File: src/rtl/dma_csr_pkg.sv
package dma_csr_pkg;
  // word indices of the register map
  localparam int IDX_IDENT   = 0;
  localparam int IDX_BUSMODE = 1;
  localparam int IDX_OPCTRL  = 2;
  localparam int IDX_INTMASK = 3;
  localparam int IDX_STATUS  = 4;
  localparam int IDX_TXPOLL  = 5;
  localparam int IDX_RXBASE  = 6;
  localparam int IDX_TXBASE  = 7;
  localparam int IDX_RXCUR   = 8;
  localparam int IDX_TXCUR   = 9;
  localparam int NUM_REGS    = 10;

  localparam logic [31:0] IDENT_VALUE = 32'h0000_1012;

  // status bit positions
  localparam int ST_TX_DONE    = 0;
  localparam int ST_TX_UNAVAIL = 2;
  localparam int ST_RX_DONE    = 6;
  localparam int ST_RX_UNAVAIL = 7;
  localparam int ST_ABN_SUM    = 15;
  localparam int ST_NRM_SUM    = 16;

  // control bit positions
  localparam int OPC_RX_EN  = 1;
  localparam int OPC_TX_EN  = 13;
  localparam int BM_SOFTRST = 0;

  // descriptor channels
  localparam int CH_RX  = 0;
  localparam int CH_TX  = 1;
  localparam int NUM_CH = 2;

  typedef struct packed {
    logic tx_done;
    logic tx_unavail;
    logic rx_done;
    logic rx_unavail;
  } dma_evt_t;
endpackage

File: src/rtl/dma_csr_status.sv
module dma_csr_status
  import dma_csr_pkg::*;
#(
  parameter int DATA_W = 32
) (
  input  logic              clk,
  input  logic              rst_n,
  input  logic              clr_en,
  input  logic [DATA_W-1:0] clr_mask,
  input  dma_evt_t          evt,
  input  logic [DATA_W-1:0] int_mask,
  output logic [DATA_W-1:0] status,
  output logic              irq
);
  logic [DATA_W-1:0] status_q;
  logic [DATA_W-1:0] set_vec;
  logic [DATA_W-1:0] keep_vec;

  always_comb begin
    set_vec = '0;
    if (evt.tx_done) begin
      set_vec[ST_TX_DONE] = 1'b1;
      set_vec[ST_NRM_SUM] = 1'b1;
    end
    if (evt.rx_done) begin
      set_vec[ST_RX_DONE] = 1'b1;
      set_vec[ST_NRM_SUM] = 1'b1;
    end
    if (evt.tx_unavail) begin
      set_vec[ST_TX_UNAVAIL] = 1'b1;
      set_vec[ST_ABN_SUM]    = 1'b1;
    end
    if (evt.rx_unavail) begin
      set_vec[ST_RX_UNAVAIL] = 1'b1;
      set_vec[ST_ABN_SUM]    = 1'b1;
    end
  end

  // write-one-to-clear, engine events take priority
  assign keep_vec = clr_en ? ~clr_mask : '1;

  always_ff @(posedge clk) begin
    if (!rst_n) status_q <= '0;
    else        status_q <= (status_q & keep_vec) | set_vec;
  end

  assign status = status_q;
  assign irq    = |(status_q & int_mask);
endmodule

File: src/rtl/dma_csr_ptr.sv
module dma_csr_ptr #(
  parameter int DATA_W = 32
) (
  input  logic              clk,
  input  logic              rst_n,
  input  logic              base_wr,
  input  logic              cur_wr,
  input  logic [DATA_W-1:0] wdata,
  output logic [DATA_W-1:0] base,
  output logic [DATA_W-1:0] cur
);
  logic [DATA_W-1:0] base_q;
  logic [DATA_W-1:0] cur_q;

  always_ff @(posedge clk) begin
    if (!rst_n) begin
      base_q <= '0;
      cur_q  <= '0;
    end else if (base_wr) begin
      base_q <= wdata;
      cur_q  <= wdata;
    end else if (cur_wr) begin
      cur_q  <= wdata;
    end
  end

  assign base = base_q;
  assign cur  = cur_q;
endmodule

File: src/rtl/dma_csr_regs.sv
module dma_csr_regs
  import dma_csr_pkg::*;
#(
  parameter int ADDR_W = 8,
  parameter int DATA_W = 32
) (
  input  logic              clk,
  input  logic              rst_n,
  input  logic              wr_en,
  input  logic              rd_en,
  input  logic [ADDR_W-1:0] addr,
  input  logic [DATA_W-1:0] wdata,
  output logic              rd_valid,
  output logic [DATA_W-1:0] rdata,
  input  logic              tx_done_set,
  input  logic              tx_unavail_set,
  input  logic              rx_done_set,
  input  logic              rx_unavail_set,
  output logic              irq,
  output logic              tx_poll_pulse,
  output logic              rx_enable,
  output logic              tx_enable,
  output logic [DATA_W-1:0] rx_desc_ptr,
  output logic [DATA_W-1:0] tx_desc_ptr
);
  localparam int IDX_W = ADDR_W - 2;
  localparam logic [DATA_W-1:0] SOFTRST_MASK = DATA_W'(1) << BM_SOFTRST;

  logic [IDX_W-1:0]    word_idx;
  logic                aligned;
  logic [NUM_REGS-1:0] wr_hit;
  logic [DATA_W-1:0]   busmode_q;
  logic [DATA_W-1:0]   opctrl_q;
  logic [DATA_W-1:0]   inten_q;
  logic [DATA_W-1:0]   status_w;
  logic                poll_q;
  logic                rd_valid_q;
  logic [DATA_W-1:0]   rdata_q;
  logic [DATA_W-1:0]   rd_mux;
  logic [DATA_W-1:0]   base_w [NUM_CH];
  logic [DATA_W-1:0]   cur_w  [NUM_CH];
  dma_evt_t            evt;

  assign word_idx = addr[ADDR_W-1:2];
  assign aligned  = (addr[1:0] == 2'b00);

  // one write strobe per implemented word
  for (genvar i = 0; i < NUM_REGS; i++) begin : g_hit
    assign wr_hit[i] = wr_en && aligned && (word_idx == IDX_W'(i));
  end

  assign evt = '{tx_done:    tx_done_set,
                 tx_unavail: tx_unavail_set,
                 rx_done:    rx_done_set,
                 rx_unavail: rx_unavail_set};

  dma_csr_status #(.DATA_W(DATA_W)) u_status (
    .clk      (clk),
    .rst_n    (rst_n),
    .clr_en   (wr_hit[IDX_STATUS]),
    .clr_mask (wdata),
    .evt      (evt),
    .int_mask (inten_q),
    .status   (status_w),
    .irq      (irq)
  );

  // base/current pointer pair per direction
  for (genvar c = 0; c < NUM_CH; c++) begin : g_ch
    localparam int BASE_IDX = (c == CH_RX) ? IDX_RXBASE : IDX_TXBASE;
    localparam int CUR_IDX  = (c == CH_RX) ? IDX_RXCUR  : IDX_TXCUR;
    dma_csr_ptr #(.DATA_W(DATA_W)) u_ptr (
      .clk     (clk),
      .rst_n   (rst_n),
      .base_wr (wr_hit[BASE_IDX]),
      .cur_wr  (wr_hit[CUR_IDX]),
      .wdata   (wdata),
      .base    (base_w[c]),
      .cur     (cur_w[c])
    );
  end

  always_ff @(posedge clk) begin
    if (!rst_n) begin
      busmode_q <= '0;
      opctrl_q  <= '0;
      inten_q   <= '0;
      poll_q    <= 1'b0;
    end else begin
      if (wr_hit[IDX_BUSMODE]) busmode_q <= wdata & ~SOFTRST_MASK;
      if (wr_hit[IDX_OPCTRL])  opctrl_q  <= wdata;
      if (wr_hit[IDX_INTMASK]) inten_q   <= wdata;
      poll_q <= wr_hit[IDX_TXPOLL];
    end
  end

  always_comb begin
    rd_mux = '0;
    if (aligned) begin
      case (word_idx)
        IDX_W'(IDX_IDENT):   rd_mux = DATA_W'(IDENT_VALUE);
        IDX_W'(IDX_BUSMODE): rd_mux = busmode_q;
        IDX_W'(IDX_OPCTRL):  rd_mux = opctrl_q;
        IDX_W'(IDX_INTMASK): rd_mux = inten_q;
        IDX_W'(IDX_STATUS):  rd_mux = status_w;
        IDX_W'(IDX_RXBASE):  rd_mux = base_w[CH_RX];
        IDX_W'(IDX_TXBASE):  rd_mux = base_w[CH_TX];
        IDX_W'(IDX_RXCUR):   rd_mux = cur_w[CH_RX];
        IDX_W'(IDX_TXCUR):   rd_mux = cur_w[CH_TX];
        default:             rd_mux = '0;
      endcase
    end
  end

  always_ff @(posedge clk) begin
    if (!rst_n) begin
      rd_valid_q <= 1'b0;
      rdata_q    <= '0;
    end else begin
      rd_valid_q <= rd_en;
      if (rd_en) rdata_q <= rd_mux;
    end
  end

  assign rd_valid      = rd_valid_q;
  assign rdata         = rdata_q;
  assign tx_poll_pulse = poll_q;
  assign rx_enable     = opctrl_q[OPC_RX_EN];
  assign tx_enable     = opctrl_q[OPC_TX_EN];
  assign rx_desc_ptr   = cur_w[CH_RX];
  assign tx_desc_ptr   = cur_w[CH_TX];
endmodule

File: config.mk
export PLATFORM = sky130hd
export DESIGN_NAME = dma_csr_regs
export DESIGN_NICKNAME = d
export VERILOG_FILES = /design/src/rtl/dma_csr_pkg.sv /design/src/rtl/dma_csr_status.sv /design/src/rtl/dma_csr_ptr.sv /design/src/rtl/dma_csr_regs.sv
export SDC_FILE = /design/constraint.sdc
export NUM_CORES = 1
export LEC_CHECK = 0
export ABC_AREA = 1
export CAP_MARGIN = 15
export CORE_MARGIN = 4
export CORE_UTILIZATION = 41
export CTS_BUF_LIST = sky130_fd_sc_hd__clkbuf_8
export DETAILED_ROUTE_END_ITERATION = 8
export GPL_ROUTABILITY_DRIVEN = 0
export MAX_ROUTING_LAYER = met4
export PLACE_DENSITY = 0.73
export SLEW_MARGIN = 20
export SYNTH_ARGS = -nofsm -noshare
export SYNTH_HDL_FRONTEND = slang
export SYNTH_HIERARCHICAL = 1
export SYNTH_SLANG_ARGS = --single-unit
File: constraint.sdc
create_clock -name clk -period 1.8 [get_ports clk]
set_input_delay 0.36 -clock clk [delete_from_list [all_inputs] [get_ports clk]]
set_output_delay 0.36 -clock clk [all_outputs]
set_load 0.03 [all_outputs]
==> results.json <==
{
  "run_status": "finished, violations left",
  "failed_checks": "negative setup slack",
  "vias_per_cell": 5.046,
  "num-nets-final": 2227,
  "drt_wl_total_mm": 40.96,
  "vdd_drop_max_v": 0.0004423,
  "cpMaxStageDelayCell": "sky130_fd_sc_hd__dfxtp_1",
  "setup_ws_ns": -0.1550,
  "core.rowCount": 64,
  "fin_hold_ws_ns": 0.2291,
  "grtUsageTotal_pct": 23.82,
  "dieWidth_um": 185.4,
  "netlist.area_leader.share_pct": 44.84,
  "hold_class": "in2reg",
  "antenna_violations_before_repair": 1,
  "dr_total_vias": 13174,
  "tritoncts.num_buffers": 46,
  "fp.dieArea_um2": 34380,
  "io_buffer_count": 148,
  "die_y_um": 185.4,
  "synth_edf_count": 0,
  "rsz0062_at_grt": "yes",
  "htree_levels": 2,
  "timing.critical_path.arrival_ns": 1.59,
  "synth.avg_cell_area_um2": 6.543,
  "routed_wl_met2_mm": 19.52,
  "synthDistinctLibCells": 27,
  "synth_flop_cell": "sky130_fd_sc_hd__dfxtp_1",
  "dr.pass1.iters": 5,
  "synthesis.nets": 2020,
  "crit_path_start": "u_status/status[15]",
  "cts.clk_slew.worst_paths_ns": 0.06,
  "cts_max_path_buffers": 3,
  "synth_area_um2": 12900,
  "finalHoldViolations": 0,
  "timing.critical_path.max_delay_family": "simple AND/OR/NAND/NOR gates",
  "setup-violations-final": 1,
  "final.setup.tns_ns": -0.1550,
  "ctsRootBufferMaster": "sky130_fd_sc_hd__clkbuf_8",
  "grt_pass1_wl_mm": 63.96,
  "first_iter_violations": 1099,
  "drive_above_1_share_pct": 12.38,
  "clk_sinks": 289,
  "clk_latency_ns": 0.57,
  "final-max-slew-violation-count": 0,
  "fmax_mhz": 511.5,
  "postSynth.asyncResetShare_pct": 0,
  "critical_path.cell_chain": "nand2_1, nand2_2, nor2_4, nand2_1, nor2_2, nand2_2, buf_6",
  "route.layer.met1.wl_mm": 17.07,
  "floorplan.io_pins": 149,
  "final_min_period_over_clock_period_pct": 108.6,
  "critPathMaxStageDelay_ns": 0.33,
  "synth_seq_cells": 289,
  "nature_of_the_critical_path_startpoint": "flop",
  "cp.buffers_inverters": 1,
  "clock_skew_ns": 0.01937,
  "yosysMostFrequentCell": "sky130_fd_sc_hd__nand2_1",
  "tightestPinTransition_ns": 0.4869,
  "max-slew-margin-rel_pct": 67.54,
  "end_kind": "primary output",
  "worst_hold_startpoint": "rst_n",
  "synthDominantAreaCellType": "sky130_fd_sc_hd__dfxtp_1",
  "critical_path_peak_fanout": 3,
  "synthTopCellsByArea": "sky130_fd_sc_hd__dfxtp_1 45%, sky130_fd_sc_hd__nand2_1 17%, sky130_fd_sc_hd__nor2_1 15%, sky130_fd_sc_hd__o21ai_0 7.0%, sky130_fd_sc_hd__inv_1 3.4%",
  "cts_tree": "yes",
  "worst-setup-path-type": "reg2out",
  "route.met3.wl_mm": 2.904,
  "route.detailed.drc": 0,
  "overflow": 0,
  "detail_route.wl_per_cell_um": 15.69,
  "pre_cts_slack_ns": -0.5939,
  "yosys-top-cells-count": "596 x sky130_fd_sc_hd__nand2_1, 530 x sky130_fd_sc_hd__nor2_1, 289 x sky130_fd_sc_hd__dfxtp_1",
  "synth.yosys.warnings": 6,
  "route.top_layer_used": "met4",
  "placed_area_um2": 15500,
  "grt_pass1_vias": 12268,
  "ctsHoldBuffers": 0,
  "worst_r2r_startpoint": "inten_q[11]",
  "syn-instance-count": 1972,
  "maximum_number_of_pins_on_one_net_before_global_route_repair": 59,
  "critical_path_required_ns": 1.44,
  "effective_utilization_at_floorplan_pct": 41.85,
  "period_needed_ns": 1.955,
  "power_density_nw_per_um2": 779.2,
  "dp.final_hpwl_mm": 28.29,
  "layout-area-overhead-vs-synth_pct": 28.15,
  "postLayoutCellArea_um2": 16540,
  "maxCapViolCount": 0,
  "core_um2": 30830,
  "dp_cell_count": 2521,
  "antenna_left": 0,
  "stdcell_count": 2611,
  "synth.yosys.seq_area_share_pct": 44.84,
  "p_leak_nw": 8.292
}
-- worst paths after layout --
kind / end / slack (ns) / depth (start not counted)
worst max-delay path: irq / -0.15 / 7
worst min-delay path: u_status/status[23] / 0.23 / 3
worst max register to register: rdata[11] / 0.70 / 7
worst min register to register: u_status/status[22] / 0.45 / 2
-- area by class of cell --
type	instances	area (um^2)
diodes	1	2.502
well taps	396	495.5
clock buffers	62	853.3
inverters	120	450.4
flip-flops and latches	289	5801
repair buffers	266	2659
fillers	2904	14290
clock inverters	21	120.1
multi-input cells	1456	6155
-- worst reg2reg max path: stages (launching register included) --
cell and delay (ns):
sky130_fd_sc_hd__dfxtp_2 0.32, sky130_fd_sc_hd__buf_4 0.13, sky130_fd_sc_hd__nand2_1 0.07, sky130_fd_sc_hd__nand2_1 0.06, sky130_fd_sc_hd__nor2_1 0.21, sky130_fd_sc_hd__nand2_1 0.08, sky130_fd_sc_hd__nand2_1 0.06, sky130_fd_sc_hd__a21oi_1 0.05
-- through the flow --
stage	power (mW)	util [%]
floorplan	6.805	-
global placement	7.210	50.29
detailed placement	7.214	50.29
CTS	12.99	53.08
global route	13.34	53.64
finish	12.89	53.64
-- power breakdown --
part,leakage (nW),internal [mW],switching (mW)
clock network,0.559,3.22,2.58
logic,5.40,0.230,0.415
registers,2.33,6.42,0.0176
total,8.29,9.87,3.01
-- flip-flops by register name (all words and copies together) (netlist names) --
signal	count
inten_q	32
g_ch.u_ptr/cur	64
rd_valid	1
g_ch.u_ptr/base	64
opctrl_q	32
u_status/status	32
rdata	32
tx_poll_pulse	1
busmode_q	31
-- logic make-up after synthesis --
| family | after synthesis | share of synthesized area (%) |
|---|---|---|
| AOI/OAI and AO/OA | 256 | 10.55 |
| buffers and inverters | 227 | 8.291 |
| DFF | 289 | 44.84 |
| and+or+nand+nor | 1200 | 36.32 |
-- cells in the final DEF, fill, tap and decap left out, types with 2 or more instances in the layout --
cell / synthesis / layout
sky130_fd_sc_hd__clkinv_2: 0 / 4
sky130_fd_sc_hd__inv_2: 4 / 4
sky130_fd_sc_hd__a21oi_1: 45 / 45
sky130_fd_sc_hd__inv_6: 0 / 2
sky130_fd_sc_hd__nor2_4: 11 / 16
sky130_fd_sc_hd__dfxtp_1: 289 / 277
sky130_fd_sc_hd__buf_12: 0 / 32
sky130_fd_sc_hd__nand2_2: 2 / 17
sky130_fd_sc_hd__nor2_2: 6 / 10
sky130_fd_sc_hd__nand3_1: 47 / 47
sky130_fd_sc_hd__a21oi_2: 20 / 20
sky130_fd_sc_hd__dlymetal6s2s_1: 0 / 3
sky130_fd_sc_hd__dlygate4sd2_1: 0 / 95
sky130_fd_sc_hd__clkdlybuf4s15_1: 0 / 3
sky130_fd_sc_hd__nand2_1: 596 / 581
sky130_fd_sc_hd__o21ai_0: 181 / 181
sky130_fd_sc_hd__inv_1: 116 / 130
sky130_fd_sc_hd__buf_6: 19 / 3
sky130_fd_sc_hd__nor3_2: 0 / 2
sky130_fd_sc_hd__dfxtp_2: 0 / 12
sky130_fd_sc_hd__clkdlybuf4s50_1: 0 / 43
sky130_fd_sc_hd__nor2_1: 530 / 521
sky130_fd_sc_hd__clkbuf_8: 0 / 62
sky130_fd_sc_hd__buf_4: 8 / 85
sky130_fd_sc_hd__a31oi_1: 2 / 2
sky130_fd_sc_hd__o21ai_1: 7 / 7
-- metal layers --
layer  track usage (%)  vias to the layer above
li1                  -                     6501
met1             29.65                     6033
met2             39.69                      536
met3             3.181                      104
met4             8.632                        0
met5                 -                        -
-- timing repair --
action	CTS	global route
pin swaps	0	19
endpoints found under the setup margin	101	165
endpoints found under the hold margin	0	0
buffers inserted	0	6
cloned	0	0
resized for setup	106	48
No activity file was read; power rests on OpenSTA's default activity.
